[src/rtl/miexec_pkg.sv]
package miexec_pkg;

  localparam int FLAG_W = 4;

  localparam logic [3:0] OPC_AND = 4'h0;
  localparam logic [3:0] OPC_BIC = 4'h1;
  localparam logic [3:0] OPC_ORR = 4'h2;
  localparam logic [3:0] OPC_ORN = 4'h3;
  localparam logic [3:0] OPC_EOR = 4'h4;
  localparam logic [3:0] OPC_ADD = 4'h8;
  localparam logic [3:0] OPC_ADC = 4'ha;
  localparam logic [3:0] OPC_SBC = 4'hb;
  localparam logic [3:0] OPC_SUB = 4'hd;
  localparam logic [3:0] OPC_RSB = 4'he;

  typedef enum logic [1:0] {CLS_NONE, CLS_LOGIC, CLS_ARITH} op_class_e;

  typedef enum logic [2:0] {
    LF_AND, LF_BIC, LF_ORR, LF_ORN, LF_EOR, LF_MOV, LF_MVN
  } logic_fn_e;

  typedef enum logic [2:0] {
    AF_ADD, AF_ADC, AF_SUB, AF_SBC, AF_RSB
  } arith_fn_e;

  typedef struct packed {
    logic n;
    logic z;
    logic c;
    logic v;
  } nzcv_t;

  typedef struct packed {
    op_class_e cls;
    logic_fn_e lfn;
    arith_fn_e afn;
    logic      wb;
    logic      fl_en;
    logic      undef;
  } dec_t;

endpackage

[src/rtl/miexec_decode.sv]
module miexec_decode
  import miexec_pkg::*;
#(
  parameter int IDX_W = 4
) (
  input  logic [3:0]       op_code,
  input  logic             set_flags,
  input  logic [IDX_W-1:0] rn_idx,
  input  logic [IDX_W-1:0] rd_idx,
  output dec_t             dec
);

  localparam logic [IDX_W-1:0] PC_IDX = '1;

  logic rn_is_pc;
  logic rd_is_pc;
  logic cmp_slot;

  assign rn_is_pc = (rn_idx == PC_IDX);
  assign rd_is_pc = (rd_idx == PC_IDX);

  always_comb begin
    dec          = '0;
    dec.cls      = CLS_NONE;
    dec.lfn      = LF_AND;
    dec.afn      = AF_ADD;
    cmp_slot     = 1'b0;
    case (op_code)
      OPC_AND: begin dec.cls = CLS_LOGIC; dec.lfn = LF_AND; cmp_slot = 1'b1; end
      OPC_BIC: begin dec.cls = CLS_LOGIC; dec.lfn = LF_BIC; end
      OPC_ORR: begin dec.cls = CLS_LOGIC; dec.lfn = rn_is_pc ? LF_MOV : LF_ORR; end
      OPC_ORN: begin dec.cls = CLS_LOGIC; dec.lfn = rn_is_pc ? LF_MVN : LF_ORN; end
      OPC_EOR: begin dec.cls = CLS_LOGIC; dec.lfn = LF_EOR; cmp_slot = 1'b1; end
      OPC_ADD: begin dec.cls = CLS_ARITH; dec.afn = AF_ADD; cmp_slot = 1'b1; end
      OPC_ADC: begin dec.cls = CLS_ARITH; dec.afn = AF_ADC; end
      OPC_SBC: begin dec.cls = CLS_ARITH; dec.afn = AF_SBC; end
      OPC_SUB: begin dec.cls = CLS_ARITH; dec.afn = AF_SUB; cmp_slot = 1'b1; end
      OPC_RSB: begin dec.cls = CLS_ARITH; dec.afn = AF_RSB; end
      default: dec.cls = CLS_NONE;
    endcase

    if (dec.cls == CLS_NONE) begin
      dec.undef = 1'b1;
    end else if (cmp_slot && rd_is_pc) begin
      if (set_flags) dec.fl_en = 1'b1;
      else           dec.undef = 1'b1;
    end else begin
      dec.wb    = 1'b1;
      dec.fl_en = set_flags;
    end
  end

endmodule

[src/rtl/miexec_logic.sv]
module miexec_logic
  import miexec_pkg::*;
#(
  parameter int DATA_W = 32
) (
  input  logic [DATA_W-1:0] opa,
  input  logic [DATA_W-1:0] opi,
  input  logic_fn_e         fn,
  output logic [DATA_W-1:0] res
);

  always_comb begin
    case (fn)
      LF_AND:  res = opa & opi;
      LF_BIC:  res = opa & ~opi;
      LF_ORR:  res = opa | opi;
      LF_ORN:  res = opa | ~opi;
      LF_EOR:  res = opa ^ opi;
      LF_MOV:  res = opi;
      LF_MVN:  res = ~opi;
      default: res = '0;
    endcase
  end

endmodule

[src/rtl/miexec_adder.sv]
module miexec_adder
  import miexec_pkg::*;
#(
  parameter int DATA_W = 32
) (
  input  logic [DATA_W-1:0] opa,
  input  logic [DATA_W-1:0] opi,
  input  arith_fn_e         fn,
  input  logic              c_in,
  output logic [DATA_W-1:0] sum,
  output logic              c_out,
  output logic              v_out
);

  localparam int SUM_W = DATA_W + 1;

  logic [DATA_W-1:0] x;
  logic [DATA_W-1:0] y;
  logic              cin;
  logic [SUM_W-1:0]  full;

  // One adder: subtraction is x + ~y + 1, so carry out means no borrow.
  always_comb begin
    case (fn)
      AF_ADD:  begin x = opa; y = opi;  cin = 1'b0; end
      AF_ADC:  begin x = opa; y = opi;  cin = c_in; end
      AF_SUB:  begin x = opa; y = ~opi; cin = 1'b1; end
      AF_SBC:  begin x = opa; y = ~opi; cin = c_in; end
      AF_RSB:  begin x = opi; y = ~opa; cin = 1'b1; end
      default: begin x = opa; y = opi;  cin = 1'b0; end
    endcase
  end

  assign full  = {1'b0, x} + {1'b0, y} + {{DATA_W{1'b0}}, cin};
  assign sum   = full[DATA_W-1:0];
  assign c_out = full[DATA_W];
  assign v_out = (x[DATA_W-1] == y[DATA_W-1]) && (sum[DATA_W-1] != x[DATA_W-1]);

endmodule

[src/rtl/miexec_unit.sv]
module miexec_unit
  import miexec_pkg::*;
#(
  parameter int DATA_W = 32,
  parameter int IDX_W  = 4
) (
  input  logic              clk,
  input  logic              rst,
  input  logic [3:0]        op_code,
  input  logic              set_flags,
  input  logic [IDX_W-1:0]  rn_idx,
  input  logic [IDX_W-1:0]  rd_idx,
  input  logic [DATA_W-1:0] rn_val,
  input  logic [DATA_W-1:0] imm_val,
  input  logic              imm_carry,
  input  logic [FLAG_W-1:0] flags_in,
  output logic [DATA_W-1:0] res_out,
  output logic              wr_en,
  output logic [IDX_W-1:0]  wr_idx,
  output logic [FLAG_W-1:0] flags_out,
  output logic              undef_out
);

  localparam logic [IDX_W-1:0] PC_IDX = '1;

  dec_t              dec;
  nzcv_t             fl_cur;
  nzcv_t             fl_nxt;
  logic [DATA_W-1:0] lres;
  logic [DATA_W-1:0] ares;
  logic              a_c;
  logic              a_v;
  logic [DATA_W-1:0] res_c;
  logic              primed_q;

  assign fl_cur = nzcv_t'(flags_in);

  miexec_decode #(.IDX_W(IDX_W)) u_dec (
    .op_code  (op_code),
    .set_flags(set_flags),
    .rn_idx   (rn_idx),
    .rd_idx   (rd_idx),
    .dec      (dec)
  );

  miexec_logic #(.DATA_W(DATA_W)) u_logic (
    .opa(rn_val),
    .opi(imm_val),
    .fn (dec.lfn),
    .res(lres)
  );

  miexec_adder #(.DATA_W(DATA_W)) u_add (
    .opa  (rn_val),
    .opi  (imm_val),
    .fn   (dec.afn),
    .c_in (fl_cur.c),
    .sum  (ares),
    .c_out(a_c),
    .v_out(a_v)
  );

  always_comb begin
    if (dec.undef)                res_c = '0;
    else if (dec.cls == CLS_ARITH) res_c = ares;
    else                           res_c = lres;
  end

  always_comb begin
    fl_nxt = fl_cur;
    if (dec.fl_en) begin
      fl_nxt.n = res_c[DATA_W-1];
      fl_nxt.z = (res_c == '0);
      if (dec.cls == CLS_ARITH) begin
        fl_nxt.c = a_c;
        fl_nxt.v = a_v;
      end else begin
        fl_nxt.c = imm_carry;
      end
    end
  end

  always_ff @(posedge clk) begin
    if (rst) begin
      res_out   <= '0;
      wr_en     <= 1'b0;
      wr_idx    <= '0;
      flags_out <= '0;
      undef_out <= 1'b0;
      primed_q  <= 1'b0;
    end else begin
      res_out   <= res_c;
      wr_en     <= dec.wb;
      wr_idx    <= rd_idx;
      flags_out <= fl_nxt;
      undef_out <= dec.undef;
      primed_q  <= 1'b1;
    end
  end


  undef_nowb_chk: assert property (@(posedge clk) disable iff (rst)
    undef_out |-> (!wr_en && res_out == '0));


  idx_follow_chk: assert property (@(posedge clk) disable iff (rst)
    primed_q |-> (wr_idx == $past(rd_idx)));


  cmp_nowb_chk: assert property (@(posedge clk) disable iff (rst)
    (primed_q && $past(set_flags && rd_idx == PC_IDX &&
      (op_code == OPC_AND || op_code == OPC_EOR || op_code == OPC_ADD || op_code == OPC_SUB)))
    |-> !wr_en);


  flag_hold_chk: assert property (@(posedge clk) disable iff (rst)
    (primed_q && $past(!set_flags && rd_idx != PC_IDX)) |-> (flags_out == $past(flags_in)));


  zero_flag_chk: assert property (@(posedge clk) disable iff (rst)
    (primed_q && $past(set_flags) && !undef_out) |-> (flags_out[2] == (res_out == '0)));


  v_keep_chk: assert property (@(posedge clk) disable iff (rst)
    (primed_q && $past(set_flags && op_code <= OPC_EOR)) |-> (flags_out[0] == $past(flags_in[0])));

endmodule

[config.mk]
export PLATFORM = sky130hd
export DESIGN_NAME = miexec_unit
export DESIGN_NICKNAME = d
export VERILOG_FILES = /design/src/rtl/miexec_pkg.sv /design/src/rtl/miexec_decode.sv /design/src/rtl/miexec_logic.sv /design/src/rtl/miexec_adder.sv /design/src/rtl/miexec_unit.sv
export SDC_FILE = /design/constraint.sdc
export NUM_CORES = 1
export LEC_CHECK = 0
export ABC_CLOCK_PERIOD_IN_PS = 15550
export BUFFER_PORTS_ARGS = -buffer_cell sky130_fd_sc_hd__buf_2
export CAP_MARGIN = 20
export CORE_UTILIZATION = 30
export DETAILED_ROUTE_END_ITERATION = 16
export PLACE_DENSITY = 0.52
export RECOVER_POWER = 100
export SKIP_LAST_GASP = 1
export SYNTH_ARGS = -nofsm -noshare
export SYNTH_HDL_FRONTEND = slang
export SYNTH_SLANG_ARGS = --single-unit
[constraint.sdc]
create_clock -name clk -period 15.55 [get_ports clk]
set_clock_uncertainty 0.15 [all_clocks]
set_input_delay 1.555 -clock clk [delete_from_list [all_inputs] [get_ports clk]]
set_output_delay 1.555 -clock clk [all_outputs]
set_load 0.05 [all_outputs]
* After elaboration in Yosys (flattened, before gate mapping)
Cells that the tools add are included.
Word-level totals: bits of input ports 84, register bits after elaboration 42, logic and storage cells 73, output and inout port bits 42
Cells by class: eq/ne operators 24, bitwise gates (word level) 7, muxes and demuxes 22, reductions and logical operators 13, add/subtract/negate cells 2
Operators by type and width (number):
- $pmux 32 s7 | 1
- $mux 32 | 3
- $and 32x32->32 | 2
- $not 32->32 | 2
- $or 32x32->32 | 2
- $pmux 32 s2 | 1
- $add 32x32->33 | 1
- $add 33x1->33 | 1
- $logic_not 32->1 | 1
- $xor 32x32->32 | 1
- $eq 4x4->1 const B | 7
- $pmux 3 s4 | 2
- $eq 3x2->1 const B | 4
- $eq 3x3->1 const B | 4
- $mux 1 | 10
- $reduce_or 5->1 | 2
- $eq 4x2->1 const B | 2
- $reduce_or 2->1 | 4
- $eq 3x1->1 const B | 2
- $mux 3 | 2
- $eq 4x1->1 const B | 1
- $eq 4x3->1 const B | 1
- $logic_not 4->1 | 1
- $mux 4 | 1
- other kinds (9) | 10

* Longest topological paths before layout
Gate-level depths: netlist of run 1.
word-level depth 11, depth in mapped cells 25, depth with buffers taken out 20

* Cells and area by module
A second synthesis of run 1 with hierarchy kept.
Unflattened totals: cell total of the unflattened synthesis 1063, area total of the unflattened synthesis 6580.1 um2
By module, submodules not included:
- miexec_adder | cells an instance 468, area each 2762.6 um2, seq. area each 0.0 um2, instances 1
- miexec_logic | cells an instance 362, area each 1996.9 um2, seq. area each 0.0 um2, instances 1
- miexec_unit | cells an instance 198, area each 1572.8 um2, seq. area each 840.8 um2, instances 1
- miexec_decode | cells an instance 35, area each 247.7 um2, seq. area each 0.0 um2, instances 1

* Worst setup path after synthesis of run 1
Ideal clock, no wire load.
path kind in2reg, start point input op_code[2], end point register flags_out[2], stages on the path 21, library setup time 115 ps, arrival 5742 ps, setup slack 9543 ps, path through buf_6 buf_4 buf_2 clkbuf_1 nand3_1 clkbuf_1 buf_1 mux2_2 fa_1 inv_1 fa_1 nand2b_1 a211oi_1 o21ai_0 a211o_1 and3_1 or4_1 o2111ai_1 nor4_1 nand4_1 nand2_1
On the way: word-level cells in the longest chain between the ends 11
Ends and longest elaborated chain:
- start, declared | line miexec_unit.sv:9 | input logic [3:0] op_code,
- $eq 4x4->1 | line miexec_decode.sv:28 | case (op_code)
- $pmux 3 s4 | line miexec_decode.sv:28
- $eq 3x2->1 | line miexec_adder.sv:24 | case (fn)
- $reduce_or 2->1 (no source line)
- $pmux 32 s2 | line miexec_adder.sv:24
- $add 32x32->33 | line miexec_adder.sv:34 | assign full = {1'b0, x} + {1'b0, y} + {{DATA_W{1'b0}}, cin};
- $add 33x1->33 | line miexec_adder.sv:34
- $mux 32 | line miexec_unit.sv:65 | else if (dec.cls == CLS_ARITH) res_c = ares;
- $mux 32 | line miexec_unit.sv:64 | if (dec.undef) res_c = '0;
- $logic_not 32->1 | line miexec_unit.sv:73 | fl_nxt.z = (res_c == '0);
- $mux 4 (*) | line miexec_unit.sv:71 | if (dec.fl_en) begin
- end signal, assigned | line miexec_unit.sv:95 | flags_out <= fl_nxt;
- end, declared | line miexec_unit.sv:20 | output logic [FLAG_W-1:0] flags_out,
Mark *: on every way between the ends. The rest lies on a longest branch, timed or not. A chain may end at the register's enable or synchronous reset.

* Final worst setup path of run 1
start point input op_code[0], end point register flags_out[2]
The elaborated chain is that of the path after synthesis.

==> results.py, run 1 <==
metrics = {
    "drt": {
        "route.vias.total": 8008,
        "remaining_drc_errors": 0,
        "postRouteAntennaNets": 0,
        "drt_pass1_iterations": 5,
        "wire_per_inst_um": 22.1,
        "drtIter0Drc": 724,
        "vias_per_cell": 6.06,
        "routed_wl_mm": 29.2,
    },
    "sta": {
        "tns_ns": 0,
        "setup_viol_count_final": 0,
        "slew_violations": 159,
        "post-route-period-util": 0.639,
        "max_slew_margin": -1.03,
        "worst_pin_slew_ns": 3.05,
        "hold_viol": 0,
        "rsz0062_at_grt": "no",
        "timing.fmax_mhz": 101,
        "fin_crit_ns": 9.93,
        "timing.final.ws_setup_ns": 5.62,
    },
    "floorplan": {
        "ios": 126,
        "die_area_sq_um": 22600,
        "die_h_um": 150,
        "num_rows": 53,
        "initial_core_util": 0.310,
        "core_sq_um": 21300,
        "die_x_um": 150,
    },
    "finish": {
        "stdcell_area_sq_um": 7420,
        "areaGrowthSynthToFinish_pct": 12.4,
        "fin_util": 0.349,
        "drive_gt1_frac": 0.149,
        "instances_no_fill": 1321,
        "antenna_cells": 0,
        "layout.nets": 1162,
    },
    "yosys": {
        "ys_top_cells_by_area": "dfxtp_1 (13%), o21ai_0 (10%), nand2_1 (7.2%), ha_1 (5.9%), a21oi_1 (5.8%)",
        "ys_ff_latch": 42,
        "syn_area_sq_um": 6600,
        "synth_cells": 972,
        "synthFlopType": "dfxtp_1",
        "synth_top_area_cell": "dfxtp_1",
        "syn_nets": 1089,
        "ys_seq_area_frac": 0.127,
        "synth_top_area_share": 0.127,
        "avgSynthCellArea_sq_um": 6.79,
        "ys_async_sr_fraction": 0,
        "yosysWarnings": 0,
        "synth_edf_count": 0,
        "synth_cell_types": 83,
    },
    "global_route": {
        "grt-busiest-layer": "met2",
        "met2_usage": 0.411,
        "globalRoute.totalOverflow": 0,
        "track_usage": 0.257,
        "antenna_found_initial": 0,
        "grt_pass1_vias": 7183,
        "grt_max_degree": 67,
        "globalRouteMet3Util": 0.0309,
        "grt_first_pass_wirelength_mm": 43.9,
        "met1_usage": 0.355,
    },
    "clocking": {
        "cts_made_buffers": 5,
        "cts.clk_slew.worst_paths_ns": 0.07,
        "cts_tree": "built",
        "cts_resized": 0,
        "cts_root_buf": "clkbuf_16",
        "max-clock-path-buffers": 2,
        "cts_num_sinks": 42,
        "cts_setup_buffers": 0,
        "h-tree-depth": 2,
        "postCtsHoldBufs": 0,
    },
    "place": {
        "dp_cells": 1313,
        "dpl.hpwl_mm": 21.7,
        "gp_congestion": 0.943,
        "pre_cts_ws_ns": 8.34,
        "port_buffers": 125,
        "placed_area_sq_um": 7320,
    },
    "hold_path": {
        "worstHoldEndpoint": "wr_idx[2]",
        "min_path_cells": 2,
        "min_from": "rd_idx[2]",
        "worstHoldPathType": "in -> reg",
    },
    "worst_setup_path": {
        "worstPathRequired_ns": 15.65,
        "path_max_fanout": 66,
        "timing.setup.critical_path_class": "in -> reg",
        "critPathArrivalTime_ns": 10.03,
        "cp-start-kind": "input pin",
        "cp-end-kind": "flip-flop",
    },
    "run_status": {
        "status": "complete, but fails checks",
        "failed_checks": "capacitance limit, slew limit",
    },
    "power": {
        "powerDensity_nw_per_um2": 78.8,
        "max-vdd-ir-drop_v": 0.0000367,
        "p_leak_nw": 2.88,
    },
    "flow_run": {
        "drv_cap": 3,
    },
}
==> per-layer routing <==
metal  routed length (um)  vias to the layer above
met3                 2220                       46
li1                     -                     3808
met5                    0                        -
met2                13100                      382
met4                  786                        0
met1                13100                     3772
==> Yosys cell counts (all sizes together) (9+ instances only) <==
cell	n
a211oi	17
a21o	15
a21oi	78
a221oi	11
a31oi	18
and3	13
buf	28
clkbuf	48
dfxtp	42
ha	31
inv	15
mux2	31
nand2	127
nand2b	14
nand3	24
nand4	11
nor2	66
nor2b	17
nor3	27
nor4	9
o211ai	12
o21ai	144
o221ai	11
o22ai	9
xnor2	13
xor2	22
==> worst max path at each step <==
stage               slack [ns]  startpoint  depth (start not counted)            to
detailed placement        8.34  op_code[0]                         18  flags_out[2]
global route              5.13  op_code[0]                         18  flags_out[2]
global placement          8.44  op_code[0]                         18  flags_out[2]
CTS                       8.65  op_code[0]                         18  flags_out[2]
finish                    5.62  op_code[0]                         18  flags_out[2]
floorplan                 9.54  op_code[2]                         21  flags_out[2]
==> critical path: stages <==
cell	delay (ns)
clkbuf_1	1.41
nor2b_1	0.37
nand3_2	0.20
clkbuf_1	2.16
mux2_2	0.51
fa_1	0.22
inv_1	0.07
fa_1	0.44
nand2b_1	0.18
a211oi_1	0.53
o21ai_0	0.41
and2_0	0.33
xnor2_1	0.16
a221oi_1	0.55
nand3_1	0.14
nor4_1	0.48
nand4_1	0.15
nand2_1	0.09
==> cell usage in the layout (no fill, tap or decap), types with 22 or more instances in the layout <==
cell / n
clkbuf_1: 45
ha_1: 31
a21oi_1: 77
dfxtp_1: 42
nand2_1: 127
mux2_2: 30
o21ai_0: 136
nand3_1: 23
buf_2: 82
nor3_1: 26
xor2_1: 22
nor2_1: 66
==> state kept, by name, indices dropped and copies added (netlist names) <==
name,count
wr_en,1
wr_idx,4
res_out,32
undef_out,1
flags_out,4
==> cell families after synthesis <==
logic type,Yosys count,synth area share
xor+xnor,35,0.0464
fa+ha+maj,34,0.0663
compound gates,387,0.373
flops,42,0.127
buf+inv,91,0.0669
simple gates,345,0.256
mux,38,0.0635
==> layout make-up <==
| class | count | area (sq um) |
|---|---|---|
| fillers | 2342 | 13900 |
| multi-input cells | 839 | 5320 |
| flip-flops and latches | 42 | 841 |
| repair buffers | 142 | 692 |
| well taps | 275 | 344 |
| clock buffers | 5 | 125 |
| inverters | 15 | 56.3 |
| clock inverters | 3 | 43.8 |
==> power by group <==
group | leakage, nW | internal, W | switching (W)
Combinational | 2.45 | 0.000108 | 0.000227
Sequential | 0.347 | 0.000118 | 0.00000267
Clock | 0.0842 | 0.0000763 | 0.0000532
Total | 2.88 | 0.000303 | 0.000283
==> metrics by stage <==
stage | power [W] | hold slack (ns)
after floorplan | 0.000357 | 1.53
after detailed placement | 0.000455 | 1.65
after global placement | 0.000457 | 1.65
after global routing | 0.000620 | 1.36
after CTS | 0.000587 | 1.35
final | 0.000585 | 1.35
(Power assumes the default switching activity.)
==> inputs of run 2 (changes only) <==
--- a/config.mk
+++ b/config.mk
@@ -5,12 +5,13 @@
 export SDC_FILE = /design/constraint.sdc
 export NUM_CORES = 1
 export LEC_CHECK = 0
-export ABC_CLOCK_PERIOD_IN_PS = 15550
+export ABC_AREA = 1
+export ABC_CLOCK_PERIOD_IN_PS = 9000
 export BUFFER_PORTS_ARGS = -buffer_cell sky130_fd_sc_hd__buf_2
 export CAP_MARGIN = 20
 export CORE_UTILIZATION = 30
 export DETAILED_ROUTE_END_ITERATION = 16
-export PLACE_DENSITY = 0.52
+export PLACE_DENSITY = 0.53
 export RECOVER_POWER = 100
 export SKIP_LAST_GASP = 1
 export SYNTH_ARGS = -nofsm -noshare
==> constraint.sdc (replaced) <==
create_clock -name clk -period 9 [get_ports clk]
set_clock_uncertainty 0.15 [all_clocks]
set_input_delay 0.9 -clock clk [delete_from_list [all_inputs] [get_ports clk]]
set_output_delay 0.9 -clock clk [all_outputs]
set_load 0.05 [all_outputs]
==> results.py, run 2 <==
metrics = {
    "yosys": {
        "yosys.area_share.adder": 0.0616,
        "synth_edf_count": 0,
        "yosysWarnings": 0,
        "synth_cell_types": 40,
        "synth_top_area_cell": "nand2_1",
        "syn_area_sq_um": 6940,
        "synth.most_common_cell": "nand2_1",
        "synth-compound-area-share": 0.145,
        "synth_top_area_share": 0.256,
        "ys_seq_area_frac": 0.121,
        "synth_top_family_by_area": "simple AND/OR/NAND/NOR gates",
        "ys_ff_latch": 42,
        "avgSynthCellArea_sq_um": 5.26,
        "syn_nets": 1438,
        "muxShareOfSynthArea": 0,
        "synth-xor-area-share": 0.0517,
        "synth_cells": 1321,
        "ys_async_sr_fraction": 0,
        "synth_common_cells": "nand2_1 (474), inv_1 (209), nor2_1 (127)",
        "ys_top_cells_by_area": "nand2_1 (26%), dfxtp_1 (12%), inv_1 (11%), nand3_1 (8.9%), nor2_1 (6.9%)",
        "synth-simple-area-share": 0.470,
        "synthFlopType": "dfxtp_1",
    },
    "run_status": {
        "status": "complete, but fails checks",
        "failed_checks": "capacitance limit, slew limit",
    },
    "floorplan": {
        "die_area_sq_um": 23800,
        "die_x_um": 154,
        "core_sq_um": 22600,
        "num_rows": 55,
        "ios": 126,
        "die_h_um": 154,
        "initial_core_util": 0.307,
    },
    "global_route": {
        "antenna_found_initial": 0,
        "track_usage": 0.229,
        "grt_pass1_vias": 7734,
        "grt_max_degree": 48,
        "grt_first_pass_wirelength_mm": 42.5,
        "globalRoute.totalOverflow": 0,
    },
    "power": {
        "seqPwrFrac": 0.215,
        "powerDensity_nw_per_um2": 122,
        "power_switching_w": 0.000482,
        "p_int_w": 0.000470,
        "switching_share": 0.506,
        "p_clk_frac": 0.194,
        "max-vdd-ir-drop_v": 0.0000790,
        "share_comb_of_total_power": 0.591,
        "p_leak_nw": 4.32,
    },
    "clocking": {
        "cts_made_buffers": 5,
        "postCtsHoldBufs": 0,
        "cts_tree": "built",
        "cts_root_buf": "clkbuf_16",
        "h-tree-depth": 2,
        "max-clock-path-buffers": 2,
        "cts.clk_slew.worst_paths_ns": 0.07,
        "cts_num_sinks": 42,
        "cts_setup_buffers": 0,
        "cts_resized": 0,
    },
    "drt": {
        "drt_pass1_iterations": 6,
        "routed_wl_mm": 27.5,
        "route.vias.total": 8740,
        "vias_per_cell": 5.14,
        "wire_per_inst_um": 16.2,
        "remaining_drc_errors": 0,
        "postRouteAntennaNets": 0,
        "drtIter0Drc": 778,
    },
    "finish": {
        "regMostFlops": "res_out",
        "final-seq-area_sq_um": 841,
        "largest_reg_flops": 32,
        "areaGrowthSynthToFinish_pct": 12.8,
        "nFillCells": 2556,
        "layout.nets": 1531,
        "multi_input_area_sq_um": 5050,
        "final_common_cell": "nand2_1",
        "layout_common_cells": "nand2_1 (474), inv_1 (210), nor2_1 (129)",
        "reg_top3": "res_out: 32 flops, flags_out: 4 flops, wr_idx: 4 flops",
        "instances_no_fill": 1700,
        "drive_gt1_frac": 0.0813,
        "antenna_cells": 0,
    },
    "worst_setup_path": {
        "cp-start-kind": "input pin",
        "critPathArrivalTime_ns": 7.01,
        "cp-end-kind": "flip-flop",
        "path_max_fanout": 47,
        "timing.setup.critical_path_class": "in -> reg",
        "worstPathRequired_ns": 9.05,
    },
    "place": {
        "gp_congestion": 0.964,
        "port_buffers": 125,
        "dpl.hpwl_mm": 21.4,
        "dp_cells": 1691,
    },
    "sta": {
        "setup_viol_count_final": 0,
        "fin_crit_ns": 6.96,
        "slew_violations": 61,
        "timing.fmax_mhz": 144,
        "post-route-period-util": 0.773,
        "tns_ns": 0,
        "hold_viol": 0,
        "max_slew_margin": -0.355,
        "worst_pin_slew_ns": 2.03,
        "rsz0062_at_grt": "no",
    },
    "flow_run": {
        "drv_cap": 2,
    },
    "hold_path": {
        "worstHoldPathType": "in -> reg",
    },
}
==> run 2: cell types whose count changed after synthesis, moves of 18 or more <==
cell,previous run,this run
nand2_1,127,474
inv_1,13,209
nand3_1,24,123
o21ai_0,135,47
nor2_1,66,127
mux2_2,31,0
a21oi_1,77,49
nand4_1,11,36
nor3_1,27,4
clkbuf_1,48,26
a31oi_1,18,0
==> run 2: worst paths after layout <==
kind / startpoint / endpoint / slack, ns / depth (start not counted)
setup / recovery: op_code[0] / flags_out[2] / 2.04 / 18
hold / removal: rd_idx[1] / wr_idx[1] / 0.67 / 3
==> run 2: metrics by stage <==
step	hold slack [ns]	area [sq um]	total power, W	setup slack (ns)	utilization
floorplan	0.875	6940	0.000604	4.89	-
global placement	0.969	7730	0.000765	3.43	0.341
detailed placement	0.971	7730	0.000765	3.38	0.341
CTS	0.666	7870	0.000952	3.67	0.348
global route	0.674	7830	0.00103	1.63	0.346
finish	0.671	7830	0.000952	2.04	0.346
==> run 2: logic make-up after synthesis <==
group | Yosys count
flops | 42
xor+xnor | 41
buf+inv | 260
fa+ha+maj | 33
simple gates | 784
compound gates | 161
==> run 2: critical path, cell delays in order <==
cell and delay, ns:
buf_2 0.11, inv_1 0.07, nand2_1 0.09, nor2_1 0.17, inv_1 0.83, buf_4 0.52, nand2_4 0.34, nor2_1 1.22
clkbuf_1 1.01, inv_1 0.28, buf_4 0.34, o21ai_1 0.37, nand2_1 0.09, nor2_1 0.14, nand2_1 0.08, nor2_1 0.19
nand3_1 0.10, a21oi_1 0.12
==> run 2: cell type report <==
class / count / share of cell area
Clock inverter: 2 / 0.00176
Multi-Input combinational cell: 1019 / 0.644
Sequential cell: 42 / 0.107
Timing Repair Buffer: 132 / 0.0818
Clock buffer: 6 / 0.0165
Inverter: 214 / 0.103
Tap cell: 285 / 0.0455
==> run 2: metal layers <==
layer,track usage,up-vias,part of all wire
met5,0,-,0
met3,0.0259,29,0.082
met1,0.333,3941,0.47
met4,0.0614,0,0.019
met2,0.354,372,0.43
li1,-,4398,-
==> run 2: power by group through the flow <==
stage,combinational (W),sequential (W),clock (W)
global placement,0.000556,0.000208,0
detailed placement,0.000556,0.000209,0
floorplan,0.000341,0.000263,0
finish,0.000563,0.000205,0.000185
global route,0.000626,0.000206,0.000195
CTS,0.000558,0.000204,0.000190
==> inputs of run 3 (changes only) <==
--- a/config.mk
+++ b/config.mk
@@ -5,13 +5,13 @@
 export SDC_FILE = /design/constraint.sdc
 export NUM_CORES = 1
 export LEC_CHECK = 0
-export ABC_AREA = 1
-export ABC_CLOCK_PERIOD_IN_PS = 9000
+export ABC_AREA = 0
+export ABC_CLOCK_PERIOD_IN_PS = 6540
 export BUFFER_PORTS_ARGS = -buffer_cell sky130_fd_sc_hd__buf_2
 export CAP_MARGIN = 20
 export CORE_UTILIZATION = 30
 export DETAILED_ROUTE_END_ITERATION = 16
-export PLACE_DENSITY = 0.53
+export PLACE_DENSITY = 0.52
 export RECOVER_POWER = 100
 export SKIP_LAST_GASP = 1
 export SYNTH_ARGS = -nofsm -noshare
==> constraint.sdc (replaced) <==
create_clock -name clk -period 6.54 [get_ports clk]
set_clock_uncertainty 0.15 [all_clocks]
set_input_delay 0.654 -clock clk [delete_from_list [all_inputs] [get_ports clk]]
set_output_delay 0.654 -clock clk [all_outputs]
set_load 0.05 [all_outputs]
==> results.py, run 3 (synthesis gave the netlist of run 1 again) <==
metrics = {
    "clocking": {
        "cts_root_buf": "clkbuf_16",
        "cts_made_buffers": 5,
        "cts_num_sinks": 42,
        "cts_setup_buffers": 0,
        "max-clock-path-buffers": 2,
        "cts_resized": 0,
        "postCtsHoldBufs": 0,
        "cts_tree": "built",
        "cts.clk_slew.worst_paths_ns": 0.06,
        "h-tree-depth": 2,
    },
    "power": {
        "switching_share": 0.482,
        "p_int_w": 0.000722,
        "seqPwrFrac": 0.207,
        "total_power_w": 0.00139,
        "share_comb_of_total_power": 0.575,
        "p_clk_frac": 0.219,
        "power_switching_w": 0.000671,
        "powerDensity_nw_per_um2": 186,
        "p_leak_nw": 2.90,
        "max-vdd-ir-drop_v": 0.0000842,
    },
    "place": {
        "gp_congestion": 0.952,
        "pre_cts_ws_ns": 1.01,
        "port_buffers": 125,
        "dpl.hpwl_mm": 22.2,
    },
    "drt": {
        "route.vias.total": 8116,
        "wire_per_inst_um": 22.3,
        "routed-wl-met2_mm": 13.2,
        "top_layer_used": "met4",
        "remaining_drc_errors": 0,
        "drtIter0Drc": 910,
        "routed_wl_mm": 29.5,
        "drt_pass1_iterations": 6,
        "wl_met1_mm": 12.9,
        "postRouteAntennaNets": 0,
        "vias_per_cell": 6.13,
        "wl_met3_mm": 2.62,
    },
    "hold_path": {
        "min_path_cells": 3,
        "worstHoldPathType": "in -> reg",
        "min_from": "flags_in[2]",
        "worstHoldEndpoint": "flags_out[2]",
    },
    "global_route": {
        "globalRoute.totalOverflow": 0,
        "track_usage": 0.262,
        "grt_pass1_vias": 7364,
        "antenna_found_initial": 0,
        "grt_max_degree": 67,
        "grt_first_pass_wirelength_mm": 44.6,
    },
    "worst_setup_path": {
        "worstPathRequired_ns": 6.63,
        "path_max_fanout": 66,
        "cp-start-kind": "input pin",
        "critPathArrivalTime_ns": 5.72,
        "crit_start": "op_code[1]",
        "cp-end-kind": "flip-flop",
        "timing.setup.critical_path_class": "in -> reg",
    },
    "sta": {
        "rsz0062_at_grt": "no",
        "timing.fmax_mhz": 178,
        "fin_crit_ns": 5.62,
        "worst_pin_slew_ns": 2.15,
        "slew_violations": 44,
        "timing.final.ws_setup_ns": 0.919,
        "setup_viol_count_final": 0,
        "tns_ns": 0,
        "max_slew_margin": -0.435,
        "hold_viol": 0,
        "post-route-period-util": 0.860,
    },
    "flow_run": {
        "drv_cap": 1,
    },
    "floorplan": {
        "initial_core_util": 0.310,
        "num_rows": 53,
        "die_h_um": 150,
        "die_x_um": 150,
        "ios": 126,
        "core_sq_um": 21300,
        "die_area_sq_um": 22600,
    },
    "run_status": {
        "status": "complete, but fails checks",
        "failed_checks": "capacitance limit, slew limit",
    },
    "finish": {
        "nFillCells": 2337,
        "final-seq-area_sq_um": 841,
        "areaGrowthSynthToFinish_pct": 13.2,
        "multi_input_area_sq_um": 5330,
        "final_common_cell": "o21ai_0",
        "layout_common_cells": "o21ai_0 (136), nand2_1 (127), buf_2 (82)",
        "layout.nets": 1166,
        "drive_gt1_frac": 0.152,
        "regMostFlops": "res_out",
        "fin_util": 0.351,
        "reg_top3": "res_out: 32 flops, flags_out: 4 flops, wr_idx: 4 flops",
        "antenna_cells": 0,
        "largest_reg_flops": 32,
    },
}
run 3: final cells by class:
cell class | instances | share of cell area
Sequential cell | 42 | 0.113
Clock buffer | 5 | 0.0167
Tap cell | 275 | 0.0461
Multi-Input combinational cell | 839 | 0.713
Clock inverter | 3 | 0.00586
Inverter | 15 | 0.00754
Timing Repair Buffer | 146 | 0.0983
run 3: per-stage QoR:
stage / std cells / hold slack [ns] / area [sq um]
final: 1325 / 0.448 / 7470
after global routing: 1325 / 0.468 / 7470
after CTS: 1325 / 0.436 / 7540
after detailed placement: 1317 / 0.742 / 7370
after global placement: 1317 / 0.748 / 7370
after floorplan: 972 / 0.632 / 6600
run 3: worst max-delay path by stage:
stage	to	slack, ns	cells past startpoint
2_1_floorplan	flags_out[2]	1.43	21
3_3_place_gp	flags_out[2]	1.14	18
3_5_place_dp	flags_out[2]	1.01	18
4_1_cts	flags_out[2]	1.30	18
5_1_grt	flags_out[2]	0.42	18
6_report	flags_out[2]	0.92	18
run 3: power groups by stage:
stage	combinational (W)	sequential (W)	clock (W)
after detailed placement	0.000791	0.000293	0
after global placement	0.000795	0.000293	0
after global routing	0.000865	0.000291	0.000323
final	0.000800	0.000288	0.000304
after floorplan	0.000466	0.000382	0
after CTS	0.000794	0.000288	0.000312
run 3: worst max-delay path: stages:
cell and delay (ns):
clkbuf_1 0.52, nor2b_1 0.43, nand3_2 0.12, buf_4 0.37, mux2_1 0.32, fa_1 0.22
inv_1 0.07, fa_1 0.45, nand2b_1 0.18, a211oi_1 0.43, o21ai_0 0.38, a211o_1 0.44
a31oi_1 0.23, mux2i_1 0.27, o2111ai_1 0.15, nor4_1 0.22, nand4_1 0.14, nand2_1 0.09
run 3: per-layer routing:
metal  vias to the layer above  track usage
li1                       3821            -
met2                       412        0.415
met1                      3828        0.349
met3                        55       0.0515
met4                         0       0.0924
met5                         -            0
